<file path="src/rtl/it_pred_pkg.sv">
package it_pred_pkg;
  localparam int COND_W = 4;
  localparam int FLAG_W = 4;

  typedef struct packed {
    logic n;
    logic z;
    logic c;
    logic v;
  } nzcv_t;
endpackage

</file>
<file path="src/rtl/it_cond_eval.sv">
module it_cond_eval
  import it_pred_pkg::*;
(
  input  logic [COND_W-1:0] cond_i,
  input  logic              inv_i,
  input  logic [FLAG_W-1:0] flags_i,
  output logic              pass_o
);
  nzcv_t             f;
  logic [COND_W-1:0] eff;
  logic              base;
  logic              always_cc;

  assign f         = flags_i;
  assign always_cc = &cond_i[COND_W-1:1];

  always_comb begin
    eff = cond_i;
    if (inv_i && !always_cc) eff[0] = ~cond_i[0];
    unique case (eff[COND_W-1:1])
      3'd0:    base = f.z;
      3'd1:    base = f.c;
      3'd2:    base = f.n;
      3'd3:    base = f.v;
      3'd4:    base = f.c & ~f.z;
      3'd5:    base = (f.n == f.v);
      3'd6:    base = ~f.z & (f.n == f.v);
      default: base = 1'b1;
    endcase
    pass_o = always_cc ? 1'b1 : (base ^ eff[0]);
  end
endmodule

</file>
<file path="src/rtl/it_slot_seq.sv">
module it_slot_seq
  import it_pred_pkg::*;
#(
  parameter int MAX_SLOTS = 4
) (
  input  logic                 clk_i,
  input  logic                 rst_ni,
  input  logic                 open_i,
  input  logic [COND_W-1:0]    cond_i,
  input  logic [MAX_SLOTS-1:0] mask_i,
  input  logic                 adv_i,
  output logic                 active_o,
  output logic                 last_o,
  output logic [COND_W-1:0]    cond_o,
  output logic                 inv_o
);
  localparam int MSB = MAX_SLOTS - 1;

  logic [COND_W-1:0]    base_q;
  logic [MAX_SLOTS-1:0] pat_q;
  logic                 inv_q;

  assign active_o = |pat_q;
  assign last_o   = pat_q[MSB] & ~|pat_q[MSB-1:0];
  assign cond_o   = base_q;
  assign inv_o    = inv_q;

  always_ff @(posedge clk_i or negedge rst_ni) begin
    if (!rst_ni) begin
      base_q <= '0;
      pat_q  <= '0;
      inv_q  <= 1'b0;
    end else if (open_i && |mask_i) begin
      base_q <= cond_i;
      pat_q  <= mask_i;
      inv_q  <= 1'b0;
    end else if (adv_i) begin
      if (last_o) begin
        pat_q <= '0;
        inv_q <= 1'b0;
      end else begin
        inv_q <= pat_q[MSB];
        pat_q <= {pat_q[MSB-1:0], 1'b0};
      end
    end
  end
endmodule

</file>
<file path="src/rtl/it_issue_ctl.sv">
module it_issue_ctl (
  input  logic valid_i,
  input  logic is_it_i,
  input  logic narrow_i,
  input  logic sets_flags_i,
  input  logic is_cmp_i,
  input  logic is_bkpt_i,
  input  logic is_branch_i,
  input  logic active_i,
  input  logic last_i,
  input  logic pass_i,
  output logic exec_en_o,
  output logic flag_wr_en_o,
  output logic fault_o,
  output logic open_o,
  output logic adv_o
);
  logic normal;
  logic enabled;
  logic wr_req;

  assign normal  = valid_i & ~is_it_i;
  assign enabled = ~active_i | pass_i | is_bkpt_i;
  // narrow flag writes are muted in a block; compare class is exempt
  assign wr_req  = is_cmp_i | (sets_flags_i & (~active_i | ~narrow_i));

  assign exec_en_o    = normal & enabled;
  assign flag_wr_en_o = normal & enabled & wr_req;
  assign fault_o      = valid_i & active_i & (is_it_i | (is_branch_i & ~last_i));
  assign open_o       = valid_i & is_it_i & ~active_i;
  assign adv_o        = normal & active_i;
endmodule

</file>
<file path="src/rtl/it_pred_unit.sv">
module it_pred_unit
  import it_pred_pkg::*;
#(
  parameter int MAX_SLOTS = 4
) (
  input  logic                 clk_i,
  input  logic                 rst_ni,
  input  logic                 ins_valid_i,
  input  logic                 ins_is_it_i,
  input  logic [3:0]           it_cond_i,
  input  logic [MAX_SLOTS-1:0] it_mask_i,
  input  logic                 ins_narrow_i,
  input  logic                 ins_sets_flags_i,
  input  logic                 ins_is_cmp_i,
  input  logic                 ins_is_bkpt_i,
  input  logic                 ins_is_branch_i,
  input  logic [3:0]           flags_i,
  output logic                 exec_en_o,
  output logic                 flag_wr_en_o,
  output logic                 in_block_o,
  output logic                 fault_o
);
  logic              active;
  logic              last;
  logic [COND_W-1:0] cur_cond;
  logic              cur_inv;
  logic              pass;
  logic              open;
  logic              adv;

  it_slot_seq #(.MAX_SLOTS(MAX_SLOTS)) u_seq (
    .clk_i    (clk_i),
    .rst_ni   (rst_ni),
    .open_i   (open),
    .cond_i   (it_cond_i),
    .mask_i   (it_mask_i),
    .adv_i    (adv),
    .active_o (active),
    .last_o   (last),
    .cond_o   (cur_cond),
    .inv_o    (cur_inv)
  );

  it_cond_eval u_eval (
    .cond_i  (cur_cond),
    .inv_i   (cur_inv),
    .flags_i (flags_i),
    .pass_o  (pass)
  );

  it_issue_ctl u_ctl (
    .valid_i      (ins_valid_i),
    .is_it_i      (ins_is_it_i),
    .narrow_i     (ins_narrow_i),
    .sets_flags_i (ins_sets_flags_i),
    .is_cmp_i     (ins_is_cmp_i),
    .is_bkpt_i    (ins_is_bkpt_i),
    .is_branch_i  (ins_is_branch_i),
    .active_i     (active),
    .last_i       (last),
    .pass_i       (pass),
    .exec_en_o    (exec_en_o),
    .flag_wr_en_o (flag_wr_en_o),
    .fault_o      (fault_o),
    .open_o       (open),
    .adv_o        (adv)
  );

  assign in_block_o = active;
endmodule

</file>
<file path="config.mk">
export PLATFORM = sky130hd
export DESIGN_NAME = it_pred_unit
export DESIGN_NICKNAME = d
export VERILOG_FILES = /design/src/rtl/it_pred_pkg.sv /design/src/rtl/it_cond_eval.sv /design/src/rtl/it_slot_seq.sv /design/src/rtl/it_issue_ctl.sv /design/src/rtl/it_pred_unit.sv
export SDC_FILE = /design/constraint.sdc
export NUM_CORES = 1
export LEC_CHECK = 0
export BUFFER_PORTS_ARGS = -buffer_cell sky130_fd_sc_hd__buf_2
export CAP_MARGIN = 20
export CORE_AREA = 2 2 39 41
export DETAILED_ROUTE_END_ITERATION = 12
export DIE_AREA = 0 0 41 43
export PLACE_DENSITY_LB_ADDON = 0.2
export SYNTH_ARGS = -nofsm -noshare
export SYNTH_HDL_FRONTEND = slang
export SYNTH_SLANG_ARGS = --single-unit
</file>
<file path="constraint.sdc">
create_clock -name clk_i -period 3.76 [get_ports clk_i]
set_clock_uncertainty 0.1 [all_clocks]
set_input_delay 0.188 -clock clk_i [delete_from_list [all_inputs] [get_ports clk_i]]
set_output_delay 0.188 -clock clk_i [all_outputs]
set_load 0.01 [all_outputs]
</file>
==> flow_metrics.py <==
metrics = {
    "die": {
        "die_area_um2": 1760,
        "core_um2": 1380,
        "initial_utilization": 0.419,
        "die_h_um": 43,
        "num_rows": 14,
        "pin_count": 25,
        "die_w_um": 41,
    },
    "global_routing": {
        "grt_util_all_layers": 0.179,
        "gr-total-overflow": 0,
        "grt_max_degree": 11,
        "grt_pass1_wl_um": 2120,
        "antenna_found_initial": 0,
        "grt_pass1_vias": 547,
    },
    "clocking": {
        "cts_root_buffer": "clkbuf_4",
        "cts_sinks": 9,
        "clk_latency_ns": 0.26,
        "path_clk_slew_ns": 0.06,
        "postCtsSetupRepairBufs": 0,
        "htree_levels": 1,
        "cts_buffers": 3,
        "cts_tree": "yes",
        "clock_path_buffers": 2,
    },
    "worst_setup_path": {
        "startpoint_type": "flip-flop",
        "crit_type": "flip-flop to output port",
        "crit_fanout": 6,
        "crit_path_end_kind": "output port",
        "cp.arrival_ns": 1.94,
        "critPathRequiredTime_ns": 3.47,
    },
    "job": {
        "maxCapViolCount": 0,
    },
    "placed_design": {
        "gp_congestion": 0.724,
        "dp_hpwl_um": 1050,
        "io_buffers": 24,
        "dp_slack_ns": 1.81,
        "placed_cell_area_um2": 719,
    },
    "timing": {
        "setup_slack_ns": 1.54,
        "tightest_slew_ns": 0.643,
        "setup_viol": 0,
        "setup_tns_ns": 0,
        "slew-limit-headroom": 0.568,
        "final_max_slew_viol_count": 0,
        "rsz0062_at_grt": "false",
        "hold_violations": 0,
        "fin_crit_sh": 0.592,
        "max_freq_mhz": 450,
        "fin_crit_ns": 2.22,
    },
    "detailed_routing": {
        "wl_per_cell_um": 12.6,
        "drt_iter0_markers": 8,
        "wl_um": 1320,
        "drcViolationCount": 0,
        "avgViaCountPerCell": 5.20,
        "firstDrtPassIters": 4,
        "vias": 541,
        "ant_nets": 0,
    },
    "yosys": {
        "synth_xor_xnor_area_share": 0.0302,
        "synth_fa_ha_area_frac": 0,
        "avgSynthCellArea_um2": 9.82,
        "yosys.area_share.simple": 0.242,
        "netlist_instances": 59,
        "synth.distinct_cells": 26,
        "yosysSeqAreaShare": 0.389,
        "ys_seq_elements": 9,
        "synth-compound-area-share": 0.179,
        "synthMuxAreaShare": 0.134,
        "synth_top_family_by_area": "simple AND/OR/NAND/NOR gates",
        "syn-cell-area_um2": 579,
        "syn_nets": 80,
        "yosysWarnings": 0,
    },
    "pwr": {
        "peakVddDrop_uv": 268,
        "p_leak_uw": 0.000354,
        "p_per_area_nw_per_um2": 578,
    },
    "layout": {
        "nNetsFinal": 110,
        "mostFrequentLayoutCells": "buf_2, dfrtp_1, nand2_1",
        "postLayoutCoreUtil": 0.547,
        "final_common_cell": "buf_2",
        "fin_area_um2": 757,
        "n_antenna_cell": 0,
        "layout-area-overhead-vs-synth_pct": 30.7,
        "layout-drive-gt1-share": 0.443,
    },
    "min_path": {
        "hp-class": "primary input to flip-flop",
    },
    "outcome": {
        "status": "finished, final reports clean",
    },
}
## report_power, final
group	switching (uW)	internal [uW]	total [uW]
clock network	35.9	39.3	75.2
logic	69.9	103	173
registers	53.1	136	189
total	159	278	437
## cell families (layout without fill, tap and decap cells)
logic type      Yosys count  after routing
compound gates           15             15
flops                     9              9
xor+xnor                  2              2
buf+inv                   4             33
mux                       6              6
simple gates             23             23
## per-layer routing
metal | share of wire | vias to the layer above | routed length [um] | global-route usage
li1 | - | 276 | - | -
met1 | 0.41 | 243 | 545 | 0.192
met2 | 0.50 | 18 | 664 | 0.316
met3 | 0.063 | 4 | 83 | 0.0314
met4 | 0.017 | 0 | 22 | 0.0800
met5 | 0 | - | 0 | 0
## critical path, stage by stage, from the launching register on
cell and delay, ns:
dfrtp_1 0.44, or3b_2 0.48, a21oi_1 0.15, o22ai_1 0.12, mux2i_1 0.15, nor3_1 0.18
buf_2 0.16
## worst paths after layout
path	from	to	slack, ns	cells after the start
worst max-delay path	u_seq.cond_o[1]$_DFFE_PN0P_	flag_wr_en_o	1.54	6
worst min-delay path	it_mask_i[3]	u_seq.pat_q[3]$_DFFE_PN0P_	0.05	3
worst max register to register	u_seq.pat_q[2]$_DFFE_PN0P_	u_seq.cond_o[3]$_DFFE_PN0P_	1.84	4
worst min register to register	u_seq.cond_o[0]$_DFFE_PN0P_	u_seq.cond_o[0]$_DFFE_PN0P_	0.45	1
max in group asynchronous	rst_ni	u_seq.inv_o$_DFFE_PN0P_	3.17	2
min in group asynchronous	rst_ni	u_seq.cond_o[2]$_DFFE_PN0P_	0.20	2
## cells in the mapped netlist (all sizes together)
cell / instances / share of area
a21oi: 4 / 0.035
and2: 1 / 0.011
xnor2: 1 / 0.015
o32a: 2 / 0.039
mux2: 4 / 0.078
nor2b: 1 / 0.011
xor2: 1 / 0.015
nor2: 3 / 0.019
o41ai: 1 / 0.015
nor4: 2 / 0.048
nand2: 8 / 0.052
nand2b: 3 / 0.032
nand3: 1 / 0.0086
or3b: 1 / 0.015
mux2i: 1 / 0.017
a311oi: 1 / 0.015
dfrtp: 9 / 0.39
inv: 4 / 0.026
o22ai: 1 / 0.011
mux4: 1 / 0.039
nor3: 3 / 0.045
a22o: 2 / 0.030
o21ai: 4 / 0.035
## timing repair
| action | in CTS | in global routing |
|---|---|---|
| resized for setup | 0 | 0 |
| hold buffers | 1 | 0 |
| hold endpoints to repair | 9 | 0 |
## through the flow
stage / hold WS, ns / power (uW) / std cells
after detailed placement: -0.0433 / 364 / 99
after floorplan: -0.208 / 312 / 59
final: 0.0492 / 437 / 104
after CTS: 0.0428 / 444 / 104
after global routing: 0.0460 / 476 / 104
after global placement: -0.0487 / 359 / 99
## state kept, by name, indices dropped and copies added, names as in the netlist
name          cells
u_seq.inv_o       1
u_seq.cond_o      4
u_seq.pat_q       4
## layout make-up
| type | count | area, um2 |
|---|---|---|
| clock inverters | 1 | 5.00 |
| clock buffers | 3 | 22.5 |
| multi-input cells | 46 | 339 |
| well taps | 16 | 20.0 |
| flip-flops and latches | 9 | 225 |
| repair buffers | 25 | 130 |
| fillers | 128 | 627 |
| inverters | 4 | 15.0 |
No activity file was read; power rests on OpenSTA's default activity.
